$ cat src/rtl/sad_tree_pkg.sv
package sad_tree_pkg;
  // Strobes from the controller to the datapath, valid in the input cycle.
  typedef struct packed {
    logic loadCoarse; // capture tree sum as a coarse result
    logic accRow;     // add tree sum into the accumulator
    logic accFirst;   // accumulator starts from zero for this row
    logic lastRow;    // this row completes the block
  } sadCtrl_t;
endpackage

$ cat src/rtl/sad_tree_ctrl.sv
module sad_tree_ctrl
  import sad_tree_pkg::*;
#(
  parameter int ROWS = 16
) (
  input  logic     clk,
  input  logic     rstN,
  input  logic     inValid,
  input  logic     modeFine,
  input  logic     rowStart,
  output sadCtrl_t ctl
);
  localparam int CNTW = (ROWS > 2) ? $clog2(ROWS) : 1;
  localparam logic [CNTW-1:0] LASTCNT = CNTW'(ROWS - 1);

  logic            busy;
  logic [CNTW-1:0] rowCnt;
  logic            startFine;
  logic            rowFine;

  // Mode is looked at only when no accumulation is running.
  always_comb begin
    startFine      = inValid && rowStart && (busy || modeFine);
    rowFine        = inValid && (busy || startFine);
    ctl.loadCoarse = inValid && !busy && !modeFine;
    ctl.accRow     = rowFine;
    ctl.accFirst   = startFine;
    ctl.lastRow    = rowFine && !startFine && (rowCnt == LASTCNT);
  end

  always_ff @(posedge clk or negedge rstN) begin
    if (!rstN) begin
      busy   <= 1'b0;
      rowCnt <= '0;
    end else if (startFine) begin
      busy   <= 1'b1;
      rowCnt <= CNTW'(1);
    end else if (rowFine) begin
      if (ctl.lastRow) begin
        busy   <= 1'b0;
        rowCnt <= '0;
      end else begin
        rowCnt <= rowCnt + CNTW'(1);
      end
    end
  end

  // a running accumulation has always absorbed at least one row
  p_busy_cnt_r5: assert property (@(posedge clk) disable iff (!rstN)
    busy |-> (rowCnt != '0));

  // the last row returns the controller to idle
  p_last_idle_r11: assert property (@(posedge clk) disable iff (!rstN)
    ctl.lastRow |=> !busy);

  // no coarse capture while rows are being accumulated
  p_no_coarse_busy_r7: assert property (@(posedge clk) disable iff (!rstN)
    busy |-> !ctl.loadCoarse);
endmodule

$ cat src/rtl/sad_tree_dp.sv
module sad_tree_dp
  import sad_tree_pkg::*;
#(
  parameter int LANES = 16,
  parameter int OPW   = 8,
  parameter int SUMW  = 12,
  parameter int ACCW  = 16
) (
  input  logic                   clk,
  input  logic                   rstN,
  input  sadCtrl_t               ctl,
  input  logic [LANES*OPW-1:0]   curVec,
  input  logic [LANES*OPW-1:0]   refVec,
  output logic                   coarseVld,
  output logic [SUMW-1:0]        coarseReg,
  output logic                   doneReg,
  output logic [ACCW-1:0]        accReg
);
  // Heap-ordered tree: leaves at LANES..2*LANES-1, root at 1.
  logic [SUMW-1:0] node [1:2*LANES-1];
  logic [SUMW-1:0] treeSum;

  for (genvar lane = 0; lane < LANES; lane++) begin : g_ad
    logic [OPW-1:0] opA;
    logic [OPW-1:0] opB;
    logic [OPW-1:0] absDiff;
    assign opA     = curVec[lane*OPW +: OPW];
    assign opB     = refVec[lane*OPW +: OPW];
    assign absDiff = (opA >= opB) ? (opA - opB) : (opB - opA);
    assign node[LANES+lane] = SUMW'(absDiff);
  end

  for (genvar n = 1; n < LANES; n++) begin : g_add
    assign node[n] = node[2*n] + node[2*n+1];
  end

  assign treeSum = node[1];

  always_ff @(posedge clk or negedge rstN) begin
    if (!rstN) begin
      coarseVld <= 1'b0;
      coarseReg <= '0;
      doneReg   <= 1'b0;
      accReg    <= '0;
    end else begin
      coarseVld <= ctl.loadCoarse;
      doneReg   <= ctl.accRow && ctl.lastRow;
      if (ctl.loadCoarse) coarseReg <= treeSum;
      if (ctl.accRow)
        accReg <= (ctl.accFirst ? '0 : accReg) + ACCW'(treeSum);
    end
  end

  // a continuing accumulation never wraps below its previous value
  p_acc_no_wrap_r10: assert property (@(posedge clk) disable iff (!rstN)
    (ctl.accRow && !ctl.accFirst) |=> (accReg >= $past(accReg)));

  // coarse result is held when nothing new is loaded
  p_coarse_hold_r3: assert property (@(posedge clk) disable iff (!rstN)
    !ctl.loadCoarse |=> $stable(coarseReg));
endmodule

$ cat src/rtl/sad_dual_tree.sv
module sad_dual_tree
  import sad_tree_pkg::*;
#(
  parameter int LANES = 16,
  parameter int OPW   = 8,
  parameter int ROWS  = 16
) (
  input  logic                 clk,
  input  logic                 rstN,
  input  logic                 inValid,
  input  logic                 modeFine,
  input  logic                 rowStart,
  input  logic [LANES*OPW-1:0] curVec,
  input  logic [LANES*OPW-1:0] refVec,
  output logic                 coarseValid,
  output logic [OPW+$clog2(LANES)-1:0] coarseDist,
  output logic                 fineDone,
  output logic [OPW+$clog2(LANES)+$clog2(ROWS)-1:0] fineSad
);
  localparam int SUMW = OPW + $clog2(LANES);
  localparam int ACCW = SUMW + $clog2(ROWS);

  sadCtrl_t ctl;

  sad_tree_ctrl #(.ROWS(ROWS)) u_ctrl (
    .clk(clk), .rstN(rstN), .inValid(inValid), .modeFine(modeFine),
    .rowStart(rowStart), .ctl(ctl)
  );

  sad_tree_dp #(.LANES(LANES), .OPW(OPW), .SUMW(SUMW), .ACCW(ACCW)) u_dp (
    .clk(clk), .rstN(rstN), .ctl(ctl), .curVec(curVec), .refVec(refVec),
    .coarseVld(coarseValid), .coarseReg(coarseDist),
    .doneReg(fineDone), .accReg(fineSad)
  );

  // every coarse result comes from a valid coarse-mode input one cycle earlier
  p_coarse_lat_r2: assert property (@(posedge clk) disable iff (!rstN)
    coarseValid |-> $past(inValid && !modeFine));

  // completion is a single-cycle pulse
  p_done_pulse_r5: assert property (@(posedge clk) disable iff (!rstN)
    fineDone |=> !fineDone);

  // a completion needs a valid row in the cycle before
  p_done_src_r9: assert property (@(posedge clk) disable iff (!rstN)
    fineDone |-> $past(inValid));
endmodule

$ cat config.mk
export PLATFORM = sky130hd
export DESIGN_NAME = sad_dual_tree
export DESIGN_NICKNAME = d
export VERILOG_FILES = /design/src/rtl/sad_tree_pkg.sv /design/src/rtl/sad_tree_ctrl.sv /design/src/rtl/sad_tree_dp.sv /design/src/rtl/sad_dual_tree.sv
export SDC_FILE = /design/constraint.sdc
export NUM_CORES = 1
export LEC_CHECK = 0
export BUFFER_PORTS_ARGS = -buffer_cell sky130_fd_sc_hd__buf_2
export CAP_MARGIN = 20
export CORE_MARGIN = 8
export CORE_UTILIZATION = 50
export DETAILED_ROUTE_END_ITERATION = 10
export PLACE_DENSITY = 0.76
export SLEW_MARGIN = 10
export SYNTH_ARGS = -nofsm -noshare
export SYNTH_HDL_FRONTEND = slang
export SYNTH_HIERARCHICAL = 1
export SYNTH_SLANG_ARGS = --single-unit
$ cat constraint.sdc
create_clock -name clk -period 4.2 [get_ports clk]
set_input_delay 0 -clock clk [delete_from_list [all_inputs] [get_ports clk]]
set_output_delay 0 -clock clk [all_outputs]
set_load 0.01 [all_outputs]
==> out/results.txt <==
outcome: finished with violations
failing checks: setup timing
Die Height: 197 um
CP arrival: 7.58 ns
GRT Util Overall: 26.2%
CTS Buf Count: 5
critical path's slowest cell: fa_1
routed vias: 17619
Final GP Congestion: 0.949
synth warn: 6
TritonCTS clock tree: built
Detailed Route Iter0 Violations: 790
fill count: 2510
H-tree depth: 2
worst hold slack: 0.00945 ns
async set or reset register ratio after synthesis: 100%
layout cell share with drive strength beyond 1: 36.8%
critical path startpoint category: input port
CP max stage delay: 0.54 ns
DIE AREA: 0.0388 mm2
Yosys reg bits: 35
top cells by area, synth: ha_1 (25%), fa_1 (11%), inv_1 (9.4%)
Worst Path Required: 4.41 ns
Fmax: 136 MHz
Yosys top cell area share: 25.1%
Layout area overhead: 44.9%
Hold Vio Cnt, Final: 0
post-route ant nets: 0
pre-CTS setup slack: -3.42 ns
clock tree root buffer cell: clkbuf_16
Initial DRT Pass Iterations: 7
Port Buf Inserts: 290
worst setup margin: -3.17 ns
DRC viols: 0
crit path max fanout: 4
CP endpoint kind: flip-flop
Syn Area/Cell: 7.81 um2
grt ovf: 0
die width: 197 um
max cap viols: 0
Placeable Area: 0.0324 mm2
TNS Setup: -57.13 ns
largest area contributor in the netlist: ha_1
WL/cell: 15.8 um
post-synthesis sequential area ratio: 5.35%
boundary pin count: 291
Worst-path clk slew: 0.06 ns
fin crit period: 7.37 ns
Final Setup Violations: 26
row cnt: 66
Setup CP Type: input port to flip-flop
clk buf depth: 2
number of synthesized flops with an enable pin: 0
initial antenna violation count: 1
Post-Syn Area: 0.0164 mm2
RSZ-0062 raised after global routing: true
first-pass GRT wire length: 86500 um
vias in the first global route: 18628
worst slew pin tran: 0.854 ns
detailed placement HPWL: 44900 um
Nets: 3614
largest net degree at the start of global routing: 36
Yosys cell types: 64
vias per cell: 5.22
Syn Nets: 2781
Worst-Skew Late Latency: 0.28 ns
CTS Sinks: 35
Starting Density: 50.6%
final wirelength: 53400 um
Hold WC Path Type: input port to flip-flop
Synth Flop Type: dfrtp_1
synthesized instance count: 2097
worst clock skew: 0.00369 ns
Slew headroom: 43.1%
max-slew violation count: 0
Tcrit/Tclk final: 175%
## cells in the final DEF (no fill, tap or decap), types with 23 or more instances in the layout
cell	count
nand3_1	23
ha_1	312
buf_6	23
dfrtp_1	35
a31oi_1	32
o21a_1	47
xnor2_1	52
nor2b_1	42
xor2_1	91
a21oi_1	142
nand2_1	71
buf_4	567
mux2i_1	79
buf_2	288
a21o_1	68
nand2b_1	27
inv_1	385
o21ai_0	54
fa_1	83
nand4_1	30
nor2_1	142
## final timing paths
path,start,end,slack (ns),depth (start not counted)
setup / recovery,curVec[72],u_dp/accReg[12]$_DFFE_PN0P_,-3.17,36
hold / removal,modeFine,u_dp/coarseVld$_DFF_PN0_,0.009,2
setup reg to reg,u_ctrl/busy$_DFFE_PN0P_,u_dp/accReg[12]$_DFFE_PN0P_,0.73,10
hold reg to reg,u_ctrl/rowCnt[2]$_DFFE_PN0P_,u_ctrl/rowCnt[2]$_DFFE_PN0P_,0.51,1
max in group asynchronous,rstN,u_dp/accReg[2]$_DFFE_PN0P_,3.28,2
min in group asynchronous,rstN,u_dp/coarseVld$_DFF_PN0_,0.38,2
## cells by family (layout without fill, tap and decap cells)
family | after synthesis | in the layout | share of synthesized area [%]
fa+ha+maj | 423 | 423 | 36.6
xor+xnor | 152 | 152 | 8.13
mux | 115 | 115 | 7.31
compound gates | 501 | 501 | 19.8
simple gates | 406 | 406 | 11.9
other cells | 0 | 1 | 0
buf+inv | 465 | 1299 | 10.9
flops | 35 | 35 | 5.35
## critical path, delay by kind of cell
kind                       cells  cell delay, ns
muxes                          2            0.48
adders and majority gates      9            3.36
xor gates and xnor gates       3            0.76
and+or+nand+nor                3            0.30
AOI/OAI and AO/OA             12            2.23
buffers and inverters          7            0.44
## stage by stage
stage / instance area (um2) / instances / util, %
floorplan: 16700 / 2097 / -
global placement: 22500 / 3311 / 69.4
detailed placement: 22500 / 3312 / 69.5
CTS: 23400 / 3358 / 72.3
global route: 23700 / 3374 / 73.3
finish: 23700 / 3374 / 73.3
## what timing repair did
item / 4_1_cts / 5_1_grt
resized for setup: 106 / 53
buffers inserted: 38 / 28
pin swaps: 75 / 65
endpoints found under the setup margin: 26 / 26
hold buffers: 2 / 0
hold endpoints to repair: 36 / 0
## sequential cells by signal (all words and copies together), names as in the netlist
signal,cells
u_dp/coarseReg,12
u_dp/accReg,16
u_dp/doneReg,1
u_ctrl/busy,1
u_ctrl/rowCnt,4
u_dp/coarseVld,1
## layout make-up
class / count / area (um2) / share of cell area, %
Multi-Input combinational cell: 1597 / 14500 / 61.3
Timing Repair Buffer: 882 / 6010 / 25.3
Inverter: 409 / 1550 / 6.54
Sequential cell: 35 / 876 / 3.69
Tap cell: 442 / 553 / 2.33
Clock buffer: 6 / 129 / 0.543
Clock inverter: 2 / 60.1 / 0.253
Antenna cell: 1 / 2.50 / 0.0106
## synth_stat cells (all sizes together), types with 2 or more instances
master / count
mux2i: 82
a31oi: 36
o21a: 47
nor2: 145
ha: 329
o21ai: 68
nor3: 20
nand2b: 27
mux2: 33
a31o: 6
o2111ai: 10
clkbuf: 42
nand4: 30
xor2: 92
o41ai: 12
a21boi: 17
nor2b: 42
o21bai: 24
and3: 9
dfrtp: 35
nand2: 84
nand4b: 2
buf: 14
o22ai: 2
a21oi: 161
fa: 94
inv: 409
nor4: 2
and2: 4
or3: 2
xnor2: 60
nand3: 25
or2: 4
o31ai: 2
nand3b: 4
o211ai: 20
a21o: 71
a211oi: 13
a211o: 5
## per-layer routing
| layer | global-route usage [%] | vias up | share of wire (%) |
|---|---|---|---|
| li1 | - | 8663 | - |
| met1 | 31.2 | 8331 | 42 |
| met2 | 49.3 | 518 | 51 |
| met3 | 2.58 | 107 | 4.2 |
| met4 | 7.36 | 0 | 2.6 |
| met5 | 0 | - | 0 |
Power is not shown: default switching activity piles up to over one toggle a cycle in this logic, so the estimate is an artifact.
